===== config.mk =====
export PLATFORM = sky130hd
export DESIGN_NAME = hmac_unit
export DESIGN_NICKNAME = d
export VERILOG_FILES = /design/src/rtl/hmac_pkg.sv /design/src/rtl/hmac_half_pick.sv /design/src/rtl/hmac_mul.sv /design/src/rtl/hmac_add.sv /design/src/rtl/hmac_unit.sv
export SDC_FILE = /design/constraint.sdc
export NUM_CORES = 2
export LEC_CHECK = 0
export BUFFER_PORTS_ARGS = -buffer_cell sky130_fd_sc_hd__buf_2
export CAP_MARGIN = 30
export CORE_UTILIZATION = 65
export DETAILED_ROUTE_END_ITERATION = 8
export HOLD_SLACK_MARGIN = 0.15
export PLACE_DENSITY = 0.84
export SETUP_SLACK_MARGIN = 0.2
export SLEW_MARGIN = 10
export SYNTH_ARGS = -nofsm -noshare
export SYNTH_HDL_FRONTEND = slang
export SYNTH_SLANG_ARGS = --single-unit
export TNS_END_PERCENT = 20

===== constraint.sdc =====
create_clock -name clk -period 14 [get_ports clk]
set_clock_uncertainty 0.1 [all_clocks]
set_input_delay 1.4 -clock clk [delete_from_list [all_inputs] [get_ports clk]]
set_output_delay 1.4 -clock clk [all_outputs]
set_load 0.05 [all_outputs]

===== src/rtl/hmac_pkg.sv =====
package hmac_pkg;
    typedef enum logic [2:0] {
        OP_BB = 3'b000,
        OP_BT = 3'b001,
        OP_TB = 3'b010,
        OP_TT = 3'b011,
        OP_WB = 3'b100,
        OP_WT = 3'b101
    } hmac_op_e;
endpackage


===== src/rtl/hmac_half_pick.sv =====
module hmac_half_pick #(
    parameter int DATA_W = 32
) (
    input  logic [2:0]                 op,
    input  logic [DATA_W-1:0]          opa,
    input  logic [DATA_W-1:0]          opb,
    output logic signed [DATA_W/2-1:0] a_half,
    output logic signed [DATA_W/2-1:0] b_half,
    output logic                       word_mode,
    output logic                       legal
);
    import hmac_pkg::*;
    localparam int HALF_W = DATA_W / 2;

    // bit 1 picks the opa half, bit 0 picks the opb half
    assign a_half    = op[1] ? opa[DATA_W-1:HALF_W] : opa[HALF_W-1:0];
    assign b_half    = op[0] ? opb[DATA_W-1:HALF_W] : opb[HALF_W-1:0];
    assign word_mode = op[2];
    assign legal     = (op <= OP_WT);
endmodule


===== src/rtl/hmac_mul.sv =====
module hmac_mul #(
    parameter int DATA_W = 32
) (
    input  logic                       word_mode,
    input  logic [DATA_W-1:0]          opa,
    input  logic signed [DATA_W/2-1:0] a_half,
    input  logic signed [DATA_W/2-1:0] b_half,
    output logic [DATA_W-1:0]          addend
);
    localparam int HALF_W = DATA_W / 2;
    localparam int WIDE_W = DATA_W + HALF_W;

    logic signed [DATA_W-1:0] ax, bx, hh, opa_s;
    logic signed [WIDE_W-1:0] ow, bw, wh;
    logic                     unused_lo;

    assign ax        = DATA_W'(a_half);
    assign bx        = DATA_W'(b_half);
    assign hh        = ax * bx;
    assign opa_s     = opa;
    assign ow        = WIDE_W'(opa_s);
    assign bw        = WIDE_W'(b_half);
    assign wh        = ow * bw;
    assign unused_lo = ^wh[HALF_W-1:0];
    assign addend    = word_mode ? wh[WIDE_W-1:HALF_W] : hh;

    // a halfword product always fits the signed DATA_W range
    always_comb begin
        a_r7_half_product_fits: assert (hh[DATA_W-1] == hh[DATA_W-2] ||
                                        hh == (DATA_W'(1) << (DATA_W-2)));
    end
endmodule


===== src/rtl/hmac_add.sv =====
module hmac_add #(
    parameter int DATA_W = 32
) (
    input  logic [DATA_W-1:0] x,
    input  logic [DATA_W-1:0] y,
    output logic [DATA_W-1:0] sum,
    output logic              ovf
);
    assign sum = x + y;
    // same-sign addends whose sum flips sign
    assign ovf = (x[DATA_W-1] == y[DATA_W-1]) && (sum[DATA_W-1] != x[DATA_W-1]);
endmodule


===== src/rtl/hmac_unit.sv =====
module hmac_unit #(
    parameter int DATA_W = 32
) (
    input  logic              clk,
    input  logic              rst,
    input  logic              sticky_clr,
    input  logic              in_valid,
    input  logic              cond_ok,
    input  logic [2:0]        opcode,
    input  logic [DATA_W-1:0] opa,
    input  logic [DATA_W-1:0] opb,
    input  logic [DATA_W-1:0] acc,
    output logic [DATA_W-1:0] result,
    output logic              result_valid,
    output logic              ovf_flag
);
    localparam int HALF_W = DATA_W / 2;

    typedef struct packed {
        logic [DATA_W-1:0] res;
        logic              vld;
        logic              ovf;
    } state_t;

    state_t st_d, st_q;

    logic signed [HALF_W-1:0] a_half, b_half;
    logic                     word_mode, legal, accept, add_ovf;
    logic [DATA_W-1:0]        addend, sum;

    hmac_half_pick #(.DATA_W(DATA_W)) u_pick (
        .op(opcode), .opa(opa), .opb(opb),
        .a_half(a_half), .b_half(b_half),
        .word_mode(word_mode), .legal(legal)
    );

    hmac_mul #(.DATA_W(DATA_W)) u_mul (
        .word_mode(word_mode), .opa(opa),
        .a_half(a_half), .b_half(b_half), .addend(addend)
    );

    hmac_add #(.DATA_W(DATA_W)) u_add (
        .x(addend), .y(acc), .sum(sum), .ovf(add_ovf)
    );

    assign accept = in_valid && cond_ok && legal;

    always_comb begin
        st_d     = st_q;
        st_d.vld = accept;
        if (accept) begin
            st_d.res = sum;
        end
        st_d.ovf = (st_q.ovf && !sticky_clr) || (accept && add_ovf);
    end

    always_ff @(posedge clk) begin
        if (rst) begin
            st_q <= '0;
        end else begin
            st_q <= st_d;
        end
    end

    assign result       = st_q.res;
    assign result_valid = st_q.vld;
    assign ovf_flag     = st_q.ovf;

    a_r11_strobe_cause: assert property (@(posedge clk) disable iff (rst)
        result_valid |-> $past(in_valid && cond_ok && opcode <= 3'b101));

    a_r9_no_strobe_undefined: assert property (@(posedge clk) disable iff (rst)
        (in_valid && opcode[2] && opcode[1]) |=> !result_valid);

    a_r10_hold_result: assert property (@(posedge clk) disable iff (rst)
        !accept |=> $stable(result));

    a_r8_sticky_keep: assert property (@(posedge clk) disable iff (rst)
        (ovf_flag && !sticky_clr) |=> ovf_flag);

    a_r8_clear_works: assert property (@(posedge clk) disable iff (rst)
        (sticky_clr && !accept) |=> !ovf_flag);

    a_r7_rise_cause: assert property (@(posedge clk) disable iff (rst)
        $rose(ovf_flag) |-> $past(accept));
endmodule


# Word-level counts from Yosys, hierarchy flattened
# Index checks and enable logic that the tools add are counted.
# totals
output_inout_bits,34
elab_cells,19
register_bits,34
# op_classes
eq_ne,2
mul,2
reduce_logical,7
n_lt_le_gt_ge,1
muxes,3
addsub,1
# op_table
operator,n
32-bit by 16-bit multiplier with 48-bit output,1
32-bit adder,1
16-bit by 16-bit multiplier with 32-bit output,1
16-bit two-way mux,2
32-bit two-way mux,1
1-bit logical AND,5
3-bit less-or-equal comparator (second input constant),1
1-bit == test,1
1-bit zero test,1
1-bit logical OR,1
1-bit inequality test,1

# Longest topological paths before layout
# depth
ltp_word,8
depth_mapped,39

# Hierarchy
# From an unflattened synthesis, not the netlist that was laid out.
# hier_totals
hier_cells,3600
area_unflattened_um2,31582.8
# modules_own_cells
module,area_each_um2,cells_per_inst,instances
hmac_mul,27615.2,3150,1
hmac_add,1931.9,266,1
hmac_unit,1530.2,146,1
hmac_half_pick,505.5,38,1

# Worst setup path before layout
# OpenSTA, ideal clock, no wires.
# synth_timing
kind,input port to flip-flop
startpoint,in opcode[0]
endpoint,reg st_q (netlist bit result[28])
t_arrival_ns,10.086
path_buffers,4
stages,38
slack_ns,3.678
cell_sequence,buf_6 -> clkbuf_1 -> mux2_2 -> clkbuf_1 -> clkbuf_1 -> nand2_1 -> fa_1 -> inv_1 -> fa_1 -> inv_1 -> fa_1 -> inv_1 -> fa_1 -> fa_1 -> inv_1 -> fa_1 -> inv_1 -> ha_1 -> [2 not listed] -> nor2_1 -> o21ai_4 -> and2_1 -> a21oi_1 -> nor2b_1 -> nor2_1 -> xnor2_1 -> mux2_2 -> ha_1 -> a21oi_1 -> o21bai_1 -> a2111oi_0 -> o21ai_0 -> o41ai_2 -> o31ai_1 -> a41o_1 -> o41ai_1 -> o211ai_1
# synth_via
elab_chain_cells,4
elab_cells_between_ends,7
# synth_lines
item,line_no,source
start: declaration,hmac_unit.sv:9,"input logic [2:0] opcode,"
16-bit two-way mux,hmac_half_pick.sv:17,assign b_half = op[0] ? opb[DATA_W-1:HALF_W] : opb[HALF_W-1:0];
32-bit by 16-bit multiplier with 48-bit output / 16-bit by 16-bit multiplier with 32-bit output (equally long branches),"hmac_mul.sv:23, hmac_mul.sv:19",
32-bit two-way mux,hmac_mul.sv:25,assign addend = word_mode ? wh[WIDE_W-1:HALF_W] : hh;
32-bit adder,hmac_add.sv:9,assign sum = x + y;
end signal: assignment,hmac_unit.sv:61,st_q <= st_d;
end: declaration,hmac_unit.sv:25,"state_t st_d, st_q;"
# Parallel ways exist; a longest one is shown, timed or not.
# A chain may end at the register's enable or synchronous reset.

# Worst setup path after layout
# Ends and elaborated chain as after synthesis.

==> results.sh <==
export IMPL_outcome="completed"
export IMPL_synth_top_area_frac=0.492
export IMPL_grtUsageTotal=0.373
export IMPL_cp_start_kind="input pin"
export IMPL_synth_edf_count=0
export IMPL_cts_tree="done"
export IMPL_post_drt_wl_per_cell_um=20.0
export IMPL_hold_viol=0
export IMPL_crit_arrival_ns=12.08
export IMPL_finalMaxSlewViolations=0
export IMPL_fin_nets=4629
export IMPL_grt_antenna_before_repair=3
export IMPL_synth_cell_type_count=66
export IMPL_clockRootBuffer="clkbuf_16"
export IMPL_ys_seq_elements=34
export IMPL_synthArstFlopShare=0
export IMPL_setup_worst_path_class="in -> reg"
export IMPL_cp_slowest_cell="a2111oi_0"
export IMPL_hold_ws_ns=0.349
export IMPL_ff_latch_area_um2=681
export IMPL_design_area_um2=31800
export IMPL_synth_cells=3530
export IMPL_cts_hold_buf=0
export IMPL_fill_cells=3563
export IMPL_cts_buffers=5
export IMPL_grt_max_degree=48
export IMPL_critPathMostFrequentCell="fa_1"
export IMPL_cts_sinks=34
export IMPL_avgViaCountPerCell=5.80
export IMPL_yosys_most_used_dff="dfxtp_1"
export IMPL_worst_path_buf_inv=8
export IMPL_clockBufferDepth=2
export IMPL_syn_avg_cell_area_um2=8.62
export IMPL_critPathRequiredTime_ns=14.05
export IMPL_cap_viol_max_count=0
export IMPL_dpl_instance_area_um2=31500
export IMPL_clkTransAtPathRegs_ns=0.05
export IMPL_place_congestion=0.989
export IMPL_syn_nets=4606
export IMPL_yosysWarningCount=0
export IMPL_grt_pass1_wl_um=136000
export IMPL_routed_wl_um=83100
export IMPL_setup_viol_count_final=0
export IMPL_coreArea_um2=45800
export IMPL_synth_area_leaders="fa_1 49%, inv_1 11%, ha_1 9.2%"
export IMPL_yosysTopAreaCell="fa_1"
export IMPL_crit_path_end_kind="flip-flop"
export IMPL_dieArea_um2=47700
export IMPL_drive_gt1_frac=0.0636
export IMPL_drtIter0Drc=2237
export IMPL_drc=0
export IMPL_htreeDepth=2
export IMPL_grt_pass1_vias=26000
export IMPL_ios=138
export IMPL_fmax_mhz=83.1
export IMPL_portBuffers=137
export IMPL_finalSetupTns_ns=0
export IMPL_fp_row_count=78
export IMPL_synthesis_area_um2=30400
export IMPL_crit_family="adder cells"
export IMPL_critical_path_max_stage_delay_ns=0.69
export IMPL_rsz0062_at_grt="no"
export IMPL_place_hpwl_um=67000
export IMPL_via_count=24100
export IMPL_hold_class="reg -> reg"
export IMPL_overflow=0
export IMPL_drt_first_pass_iters=6
export IMPL_fin_crit_sh=0.860
export IMPL_clkLatencyLatePin_ns=0.28
export IMPL_cts_resized=0
export IMPL_slew_headroom=0.292
export IMPL_die_h_um=218
export IMPL_start_util=0.665
export IMPL_finalCriticalPeriod_ns=12.03
export IMPL_cp_max_fo=28
export IMPL_worstMarginPinSlew_ns=1.03
export IMPL_ant_nets=0
export IMPL_area_growth_pct=4.37
export IMPL_multi_input_area_um2=25900
export IMPL_postCtsSetupRepairBufs=0
export IMPL_synth_seq_area_share=0.0224
export IMPL_die_width_um=218
## cells in the mapped netlist, types with 2 or more instances
cell       number
a2111o_1        2
o21ai_1         4
nor3b_1         3
dfxtp_1        34
a41oi_1         5
nor2_1        174
nor2b_1        38
nor3_1         12
a21o_1         33
a41o_1          2
a2111oi_0       2
a31oi_1        11
and3_1          8
a21oi_1       101
mux2i_1        28
nand3_1        27
nand3b_1        5
o31ai_1         9
a211oi_1       19
nand2_1       547
a211o_1         3
xnor2_1        70
nor4b_1         3
o211ai_1       10
nand4_1         8
fa_1          748
o21ai_0        57
inv_1         881
o41ai_1         2
buf_1           6
nand2b_1       25
or3_1           7
ha_1          224
xor2_1         22
a21boi_0        5
mux2_2         34
o31a_1          2
clkbuf_1      145
o21bai_1       10
o21a_1         13
a31o_2          4
and2_1        163
## metal layers
metal	share of wire	up-vias	global-route usage
met5	0.00014	-	0
met4	0.054	2	0.171
met3	0.12	305	0.101
met2	0.46	1471	0.590
met1	0.36	11900	0.481
li1	-	10400	-
## path summary, 6_finish.rpt
check | from | to | slack [ns] | cells past startpoint
hold / removal | result[19]$_SDFFE_PP0P_ | result[19]$_SDFFE_PP0P_ | 0.35 | 2
hold reg to reg | result[19]$_SDFFE_PP0P_ | result[19]$_SDFFE_PP0P_ | 0.35 | 2
setup / recovery | opcode[0] | result[28]$_SDFFE_PP0P_ | 1.97 | 35
setup reg to reg | ovf_flag$_SDFF_PP0_ | ovf_flag$_SDFF_PP0_ | 13.07 | 2
## registers in the layout (all words and copies together), names as in the netlist
| name | count |
|---|---|
| result | 32 |
| ovf_flag | 1 |
| result_valid | 1 |
## worst reg2reg max path, delay by kind of cell, from the launching register on
| kind | cells | cell delay, ns |
|---|---|---|
| DFF | 1 | 0.30 |
| and+or+nand+nor | 1 | 0.13 |
| AOI/OAI and AO/OA | 1 | 0.29 |
## through the flow
stage	utilization	setup WS, ns	cells
global route	0.694	1.57	4155
global placement	0.687	2.12	4135
CTS	0.692	2.18	4148
detailed placement	0.689	1.89	4141
finish	0.694	1.97	4155
floorplan	-	3.68	3530
## logic make-up after synthesis
group | after synthesis | synth area share
XOR/XNOR | 92 | 0.0265
AO/OA/AOI/OAI | 309 | 0.0658
adder cells (fa/ha/maj) | 972 | 0.584
buffers and inverters | 1034 | 0.128
multiplexers | 63 | 0.0222
flip-flops | 34 | 0.0224
AND/OR/NAND/NOR | 1026 | 0.151
## placed cells by master, fill, tap and decap left out, drive strengths merged, types with 8 or more instances in the layout
| cell | instances |
|---|---|
| nor3 | 12 |
| mux2i | 29 |
| a21oi | 101 |
| nand2 | 547 |
| buf | 169 |
| inv | 881 |
| ha | 224 |
| and3 | 8 |
| o211ai | 10 |
| nand3 | 27 |
| a211oi | 19 |
| o21ai | 62 |
| xnor2 | 70 |
| nor2 | 174 |
| nor2b | 38 |
| dfxtp | 34 |
| and2 | 164 |
| fa | 748 |
| xor2 | 22 |
| mux2 | 34 |
| o21a | 13 |
| o31ai | 9 |
| nand4 | 8 |
| a21o | 33 |
| o21bai | 10 |
| a31oi | 11 |
| nand2b | 25 |
## layout make-up
| type | instances | share of cell area |
|---|---|---|
| diodes | 2 | 0.000158 |
| clock buffers | 7 | 0.00418 |
| inverters | 881 | 0.104 |
| multi-input cells | 2462 | 0.815 |
| flip-flops and latches | 34 | 0.0214 |
| well taps | 600 | 0.0236 |
| repair buffers | 169 | 0.0315 |
Power is not shown: default switching activity piles up to over one toggle a cycle in this logic, so the estimate is an artifact.
